===== config.mk =====
export PLATFORM = sky130hd
export DESIGN_NAME = ft_state_machine
export DESIGN_NICKNAME = d
export VERILOG_FILES = /design/src/rtl/ftfsm_pkg.sv /design/src/rtl/ftfsm_core_ref.sv /design/src/rtl/ftfsm_core_split.sv /design/src/rtl/ftfsm_par_pred.sv /design/src/rtl/ftfsm_pick.sv /design/src/rtl/ft_state_machine.sv
export SDC_FILE = /design/constraint.sdc
export NUM_CORES = 1
export LEC_CHECK = 0
export ABC_AREA = 0
export BUFFER_PORTS_ARGS = -buffer_cell sky130_fd_sc_hd__buf_2
export CAP_MARGIN = 20
export CORE_AREA = 8 8 50 52
export DETAILED_ROUTE_END_ITERATION = 10
export DIE_AREA = 0 0 58 60
export MAX_ROUTING_LAYER = met4
export PLACE_DENSITY = 0.85
export RECOVER_POWER = 100
export SLEW_MARGIN = 20
export SYNTH_ARGS = -nofsm -noshare
export SYNTH_HDL_FRONTEND = slang
export SYNTH_HIERARCHICAL = 1
export SYNTH_SLANG_ARGS = --single-unit
export TNS_END_PERCENT = 5

===== constraint.sdc =====
create_clock -name clk -period 4.35 [get_ports clk]
set_clock_uncertainty 0.05 [all_clocks]
set_input_delay 0.87 -clock clk [delete_from_list [all_inputs] [get_ports clk]]
set_output_delay 0.87 -clock clk [all_outputs]
set_load 0.02 [all_outputs]

===== src/rtl/ftfsm_pkg.sv =====
package ftfsm_pkg;

   // number of machine output bits
   localparam int OUT_W = 2;

   // diagnosis formed from {flag_a, flag_b}
   typedef enum logic [1:0] {
      PICK_AGREE     = 2'b00,
      PICK_PREDBAD   = 2'b01,
      PICK_FIRSTBAD  = 2'b10,
      PICK_SECONDBAD = 2'b11
   } pick_e;

endpackage


===== src/rtl/ftfsm_core_ref.sv =====
module ftfsm_core_ref #(
   parameter int SW = 3
) (
   input  logic [SW-1:0]               cur_s,
   input  logic                        x_in,
   output logic [SW-1:0]               nxt_s,
   output logic [ftfsm_pkg::OUT_W-1:0] outs
);
   // area-oriented copy: shared adder, shared terms
   always_comb begin
      if (x_in) nxt_s = cur_s + 1'b1;
      else      nxt_s = {cur_s[SW-2:0], cur_s[SW-1]};
      outs = {cur_s[SW-1] ^ x_in, cur_s[0] & x_in};
   end
endmodule


===== src/rtl/ftfsm_core_split.sv =====
module ftfsm_core_split #(
   parameter int SW = 3
) (
   input  logic [SW-1:0]               cur_s,
   input  logic                        x_in,
   output logic [SW-1:0]               nxt_s,
   output logic [ftfsm_pkg::OUT_W-1:0] outs
);
   // each bit built from its own cone, no shared carry chain
   for (genvar i = 0; i < SW; i++) begin : g_bit
      localparam logic [SW-1:0] LOW_MASK = SW'((64'd1 << i) - 64'd1);
      logic low_all_one;
      assign low_all_one = &(cur_s | ~LOW_MASK);
      assign nxt_s[i] = x_in ? (cur_s[i] ^ low_all_one) : cur_s[(i + SW - 1) % SW];
   end

   assign outs[1] = x_in ? ~cur_s[SW-1] : cur_s[SW-1];
   assign outs[0] = cur_s[0] ? x_in : 1'b0;
endmodule


===== src/rtl/ftfsm_par_pred.sv =====
module ftfsm_par_pred #(
   parameter int SW = 3,
   parameter int NG = 1
) (
   input  logic [SW-1:0] cur_s,
   input  logic          x_in,
   output logic [NG-1:0] st_par,
   output logic          out_par
);
   // predicts even parity of each next-state group and of the outputs
   always_comb begin
      logic run;
      logic inc_bit;
      st_par = '0;
      run    = 1'b1;
      for (int i = 0; i < SW; i++) begin
         inc_bit = cur_s[i] ^ run;
         run     = run & cur_s[i];
         st_par[i % NG] = st_par[i % NG] ^ (x_in ? inc_bit : cur_s[(i + SW - 1) % SW]);
      end
      out_par = cur_s[SW-1] ^ (x_in & ~cur_s[0]);
   end
endmodule


===== src/rtl/ftfsm_pick.sv =====
module ftfsm_pick #(
   parameter int W  = 3,
   parameter int NG = 1
) (
   input  logic [W-1:0]  val_a,
   input  logic [W-1:0]  val_b,
   input  logic [NG-1:0] par_exp,
   output logic [W-1:0]  val_sel,
   output logic          flag_a,
   output logic          flag_b
);
   import ftfsm_pkg::*;

   if (NG < 1 || NG > W) begin : g_bad_ng
      $error("ftfsm_pick: NG must lie in 1..W");
   end

   logic [NG-1:0] grp_par;
   pick_e         diag;

   always_comb begin
      grp_par = '0;
      for (int i = 0; i < W; i++) grp_par[i % NG] = grp_par[i % NG] ^ val_b[i];
   end

   assign flag_a  = (val_a != val_b);
   assign flag_b  = |(grp_par ^ par_exp);
   assign diag    = pick_e'({flag_a, flag_b});
   assign val_sel = (diag == PICK_FIRSTBAD) ? val_b : val_a;
endmodule


===== src/rtl/ft_state_machine.sv =====
module ft_state_machine #(
   parameter int          SW   = 3,
   parameter int          NG   = 1,
   parameter logic [SW-1:0] IDLE = '0
) (
   input  logic                        clk,
   input  logic                        rst_n,
   input  logic                        in_bit,
   input  logic [SW-1:0]               inj_st1,
   input  logic [SW-1:0]               inj_st2,
   input  logic [SW+1:0]               inj_lg1,
   input  logic [SW+1:0]               inj_lg2,
   input  logic [NG:0]                 inj_pred,
   output logic [SW-1:0]               cur_state,
   output logic [ftfsm_pkg::OUT_W-1:0] out_bits,
   output logic                        st_flag_a,
   output logic                        st_flag_b,
   output logic                        out_flag_a,
   output logic                        out_flag_b
);
   localparam int OW = ftfsm_pkg::OUT_W;
   localparam int LW = SW + OW;

   if (SW < 2) begin : g_bad_sw
      $error("ft_state_machine: SW must be at least 2");
   end
   if (NG < 1 || NG > SW) begin : g_bad_ng
      $error("ft_state_machine: NG must lie in 1..SW");
   end

   function automatic logic [NG-1:0] grp_of(input logic [SW-1:0] v);
      logic [NG-1:0] g;
      g = '0;
      for (int i = 0; i < SW; i++) g[i % NG] = g[i % NG] ^ v[i];
      return g;
   endfunction

   logic [SW-1:0] st1_q, st2_q;
   logic [NG-1:0] par2_q;
   logic [SW-1:0] eff1, eff2;
   logic [SW-1:0] n1_raw, n2_raw, n1, n2;
   logic [OW-1:0] o1_raw, o2_raw, o1, o2;
   logic [NG-1:0] pst_raw, pst;
   logic          pout_raw, pout;

   // fault masks act on register outputs before use
   assign eff1 = st1_q ^ inj_st1;
   assign eff2 = st2_q ^ inj_st2;

   ftfsm_pick #(.W(SW), .NG(NG)) u_st_pick (
      .val_a   (eff1),
      .val_b   (eff2),
      .par_exp (par2_q),
      .val_sel (cur_state),
      .flag_a  (st_flag_a),
      .flag_b  (st_flag_b)
   );

   ftfsm_core_ref #(.SW(SW)) u_core1 (
      .cur_s (cur_state),
      .x_in  (in_bit),
      .nxt_s (n1_raw),
      .outs  (o1_raw)
   );

   ftfsm_core_split #(.SW(SW)) u_core2 (
      .cur_s (cur_state),
      .x_in  (in_bit),
      .nxt_s (n2_raw),
      .outs  (o2_raw)
   );

   ftfsm_par_pred #(.SW(SW), .NG(NG)) u_pred (
      .cur_s   (cur_state),
      .x_in    (in_bit),
      .st_par  (pst_raw),
      .out_par (pout_raw)
   );

   assign {o1, n1} = {o1_raw, n1_raw} ^ LW'(inj_lg1);
   assign {o2, n2} = {o2_raw, n2_raw} ^ LW'(inj_lg2);
   assign pst      = pst_raw  ^ inj_pred[NG-1:0];
   assign pout     = pout_raw ^ inj_pred[NG];

   ftfsm_pick #(.W(OW), .NG(1)) u_out_pick (
      .val_a   (o1),
      .val_b   (o2),
      .par_exp (pout),
      .val_sel (out_bits),
      .flag_a  (out_flag_a),
      .flag_b  (out_flag_b)
   );

   always_ff @(posedge clk or negedge rst_n) begin
      if (!rst_n) begin
         st1_q  <= IDLE;
         st2_q  <= IDLE;
         par2_q <= grp_of(IDLE);
      end else begin
         st1_q  <= n1;
         st2_q  <= n2;
         par2_q <= pst;
      end
   end


   reset_idle_chk: assert property (@(posedge clk)
      !rst_n |=> (st1_q == IDLE && st2_q == IDLE && par2_q == grp_of(IDLE)));


   agree_no_flag_chk: assert property (@(posedge clk) disable iff (!rst_n)
      (st1_q == st2_q && inj_st1 == inj_st2) |-> !st_flag_a);


   clean_first_chk: assert property (@(posedge clk) disable iff (!rst_n)
      (inj_st1 == '0 && st1_q == st2_q && grp_of(st2_q) == par2_q) |-> cur_state == st1_q);


   out_first_chk: assert property (@(posedge clk) disable iff (!rst_n)
      !out_flag_a |-> out_bits == o1);


   reload_equal_chk: assert property (@(posedge clk) disable iff (!rst_n)
      (inj_lg1 == '0 && inj_lg2 == '0 && inj_pred == '0)
      |=> (st1_q == st2_q && grp_of(st2_q) == par2_q));


   pred_only_chk: assert property (@(posedge clk) disable iff (!rst_n)
      (st_flag_b && !st_flag_a) |-> cur_state == eff1);

endmodule


==> out/metrics.csv <==
metric,value,unit
Post-synth ARST share,1.00,
Critical-path top delay cell,xor3_1,
worst r2r dst,par2_q,
GPL Wtd Cong,0.827,
DR iter-0 viols,8,
Final Hold Fails,0,
Area contributors post-synth,"xor2_1 (26%), dfrtp_1 (23%), xnor2_1 (15%)",
clk_lat worst skew,0.25,ns
largest net degree at the start of global routing,15,
Ports,30,
period utilisation layout,0.954,
Synth cell types,18,
Synth Instances,74,
syn nets,98,
"Reg clk slew, reported paths",0.05,ns
CTS tree,yes,
Hold Crit Class,in -> async,
Pre-antenna DRT Iters,2,
Clock Path Buffers,2,
Final HPWL DP,1430,µm
gr usage total,0.102,
fin. max-slew vios,0,
Root Buffer,clkbuf_4,
register bit total from synthesis,7,
final non-filler cell total,127,
unrepaired setup endpoints after global routing,no,
Yosys top cell area share,0.261,
initial antenna violation count,0,
ys flop type,dfrtp_1,
# rows,16,
setup_tns,0,ns
Layout area overhead,25.7,%
Synth Cell Area,773,µm²
Core Region,1800,µm²
WP buf/inv,3,
Initial Utilization,0.429,
Ys Warns,6,
DRT Wirelength,1650,µm
top-count cell post-synth,xor2_1,
Top delay family on crit path,XOR/XNOR gates,
maximum clock frequency,241,MHz
CTS Buf Count,3,
crit path cell chain,"buf_2, xor2_2, xor3_1, maj3_2, buf_4, and2_1, xor2_1, xnor2_1, xnor2_1, clkbuf_2",
Synth Area per Inst,10.4,µm²
Setup crit end kind,output pin,
vias in the first global route,657,
r2r startpoint,st2_q[0],
run status,completed,
Reg2Reg Depth,9,
DIE HEIGHT,60,µm
crit-path most repeated cell,xnor2_1,
Worst EP required,3.43,ns
# fillers,185,
Via Count,583,
Maximum Capacitance Violations,0,
Routed Antenna Nets,0,
Avg Vias per Cell,4.59,
crit start category,primary input,
Ant. Diodes,0,
Wirelength per Cell,13.0,µm
postcts setup bufs,0,
GRT overflow,0,
Crit Path Max Fanout,9,
largest stage delay on the critical path,0.39,ns
synth cell count leaders,"xor2_1 (23), xnor2_1 (13), dfrtp_1 (7), nor2_1 (7), maj3_2 (4)",
Die Area,3480,µm²
Slew HR,0.747,
post-layout min period,4.15,ns
Post-synth EDFFs,0,
first-pass GRT wire length,2690,µm
"Core Util, Final",0.540,
"Setup violations, final",0,
r2r setup slk,1.55,ns
Post-route DRC,0,
Synth area leader,xor2_1,
share of the yosys chip area belonging to registers,0.227,
share of cells above drive strength 1,0.303,
CTS sink cnt,7,
CP arrival,3.23,ns
Die W,58,µm
PortBufs,29,
placed cells,123,
H-tree depth,1,
Final nets,134,
Worst-Margin Slew,0.379,ns
CP Class,in -> out,
==> how the worst max path moves through the flow <==
stage,from,end,cells after the start
2_1_floorplan,inj_st2[0],out_flag_a,7
3_3_place_gp,inj_st2[1],out_bits[0],10
3_5_place_dp,inj_st2[1],out_bits[0],9
4_1_cts,inj_st2[1],out_flag_b,10
5_1_grt,inj_st2[1],out_flag_b,10
6_report,inj_st2[1],out_flag_b,10
==> layer usage <==
| metal | part of all wire | vias to the layer above | track usage | wire [µm] |
|---|---|---|---|---|
| li1 | - | 308 | - | - |
| met1 | 0.38 | 255 | 0.0953 | 629 |
| met2 | 0.54 | 18 | 0.185 | 888 |
| met3 | 0.071 | 2 | 0.0323 | 118 |
| met4 | 0.0085 | 0 | 0.0524 | 14 |
| met5 | 0 | - | - | 0 |
==> layout make-up <==
class	instances	area [µm²]	share of cell area
Tap cell	18	22.5	0.0232
Sequential cell	7	175	0.180
Multi-Input combinational cell	65	588	0.605
Timing Repair Buffer	33	160	0.165
Clock buffer	4	26.3	0.0270
==> logic make-up (layout without fill, tap and decap cells) <==
| logic type | count (synthesis) | after routing | share of synthesized area |
|---|---|---|---|
| DFF | 7 | 7 | 0.227 |
| adders and majority gates | 7 | 7 | 0.107 |
| xor gates and xnor gates | 39 | 39 | 0.500 |
| buffers and inverters | 2 | 37 | 0.0210 |
| and+or+nand+nor | 12 | 12 | 0.0744 |
| muxes | 3 | 3 | 0.0421 |
| AOI/OAI and AO/OA | 4 | 4 | 0.0291 |
==> worst register-to-register path, delay by kind of cell (launching register included) <==
kind,cells,cell delay [ns]
multiplexers,1,0.11
flip-flops,1,0.36
buffers and inverters,1,0.23
XOR/XNOR,5,1.10
adder cells (fa/ha/maj),2,0.82
==> state kept, by name, indices dropped and copies added (netlist names) <==
signal and flops:
st1_q 3, st2_q 3, par2_q 1
==> timing repair <==
item,4_1_cts,5_1_grt
hold buffers,0,0
resized for setup,0,1
endpoints found under the setup margin,0,3
==> cell usage in the layout (no fill, tap or decap) <==
master,Yosys,routed
and2_1,2,2
mux2i_1,1,1
clkbuf_1,0,9
xnor2_1,13,13
and2_2,1,1
ha_1,3,3
xor2_2,0,1
o21bai_1,1,1
nand3_1,1,1
clkbuf_2,0,2
maj3_2,4,3
mux2_1,2,2
clkbuf_4,0,3
maj3_1,0,1
a21oi_1,2,2
xor2_1,23,22
nand2b_1,1,1
buf_2,1,21
xor3_1,3,3
nor2_1,7,7
buf_4,0,2
o21ai_0,1,1
dfrtp_1,7,7
==> through the flow <==
stage	cell area (µm²)	worst slack, ns	hold WS [ns]
after floorplan	773	0.225	0.524
after global placement	955	0.186	0.661
after detailed placement	955	0.109	0.666
after CTS	981	0.0913	0.393
after global routing	972	0.0440	0.469
final	972	0.202	0.455
Power is left out: the tool's default activity adds up to more than one toggle a clock period on the data nets, which glitch-free logic cannot reach.
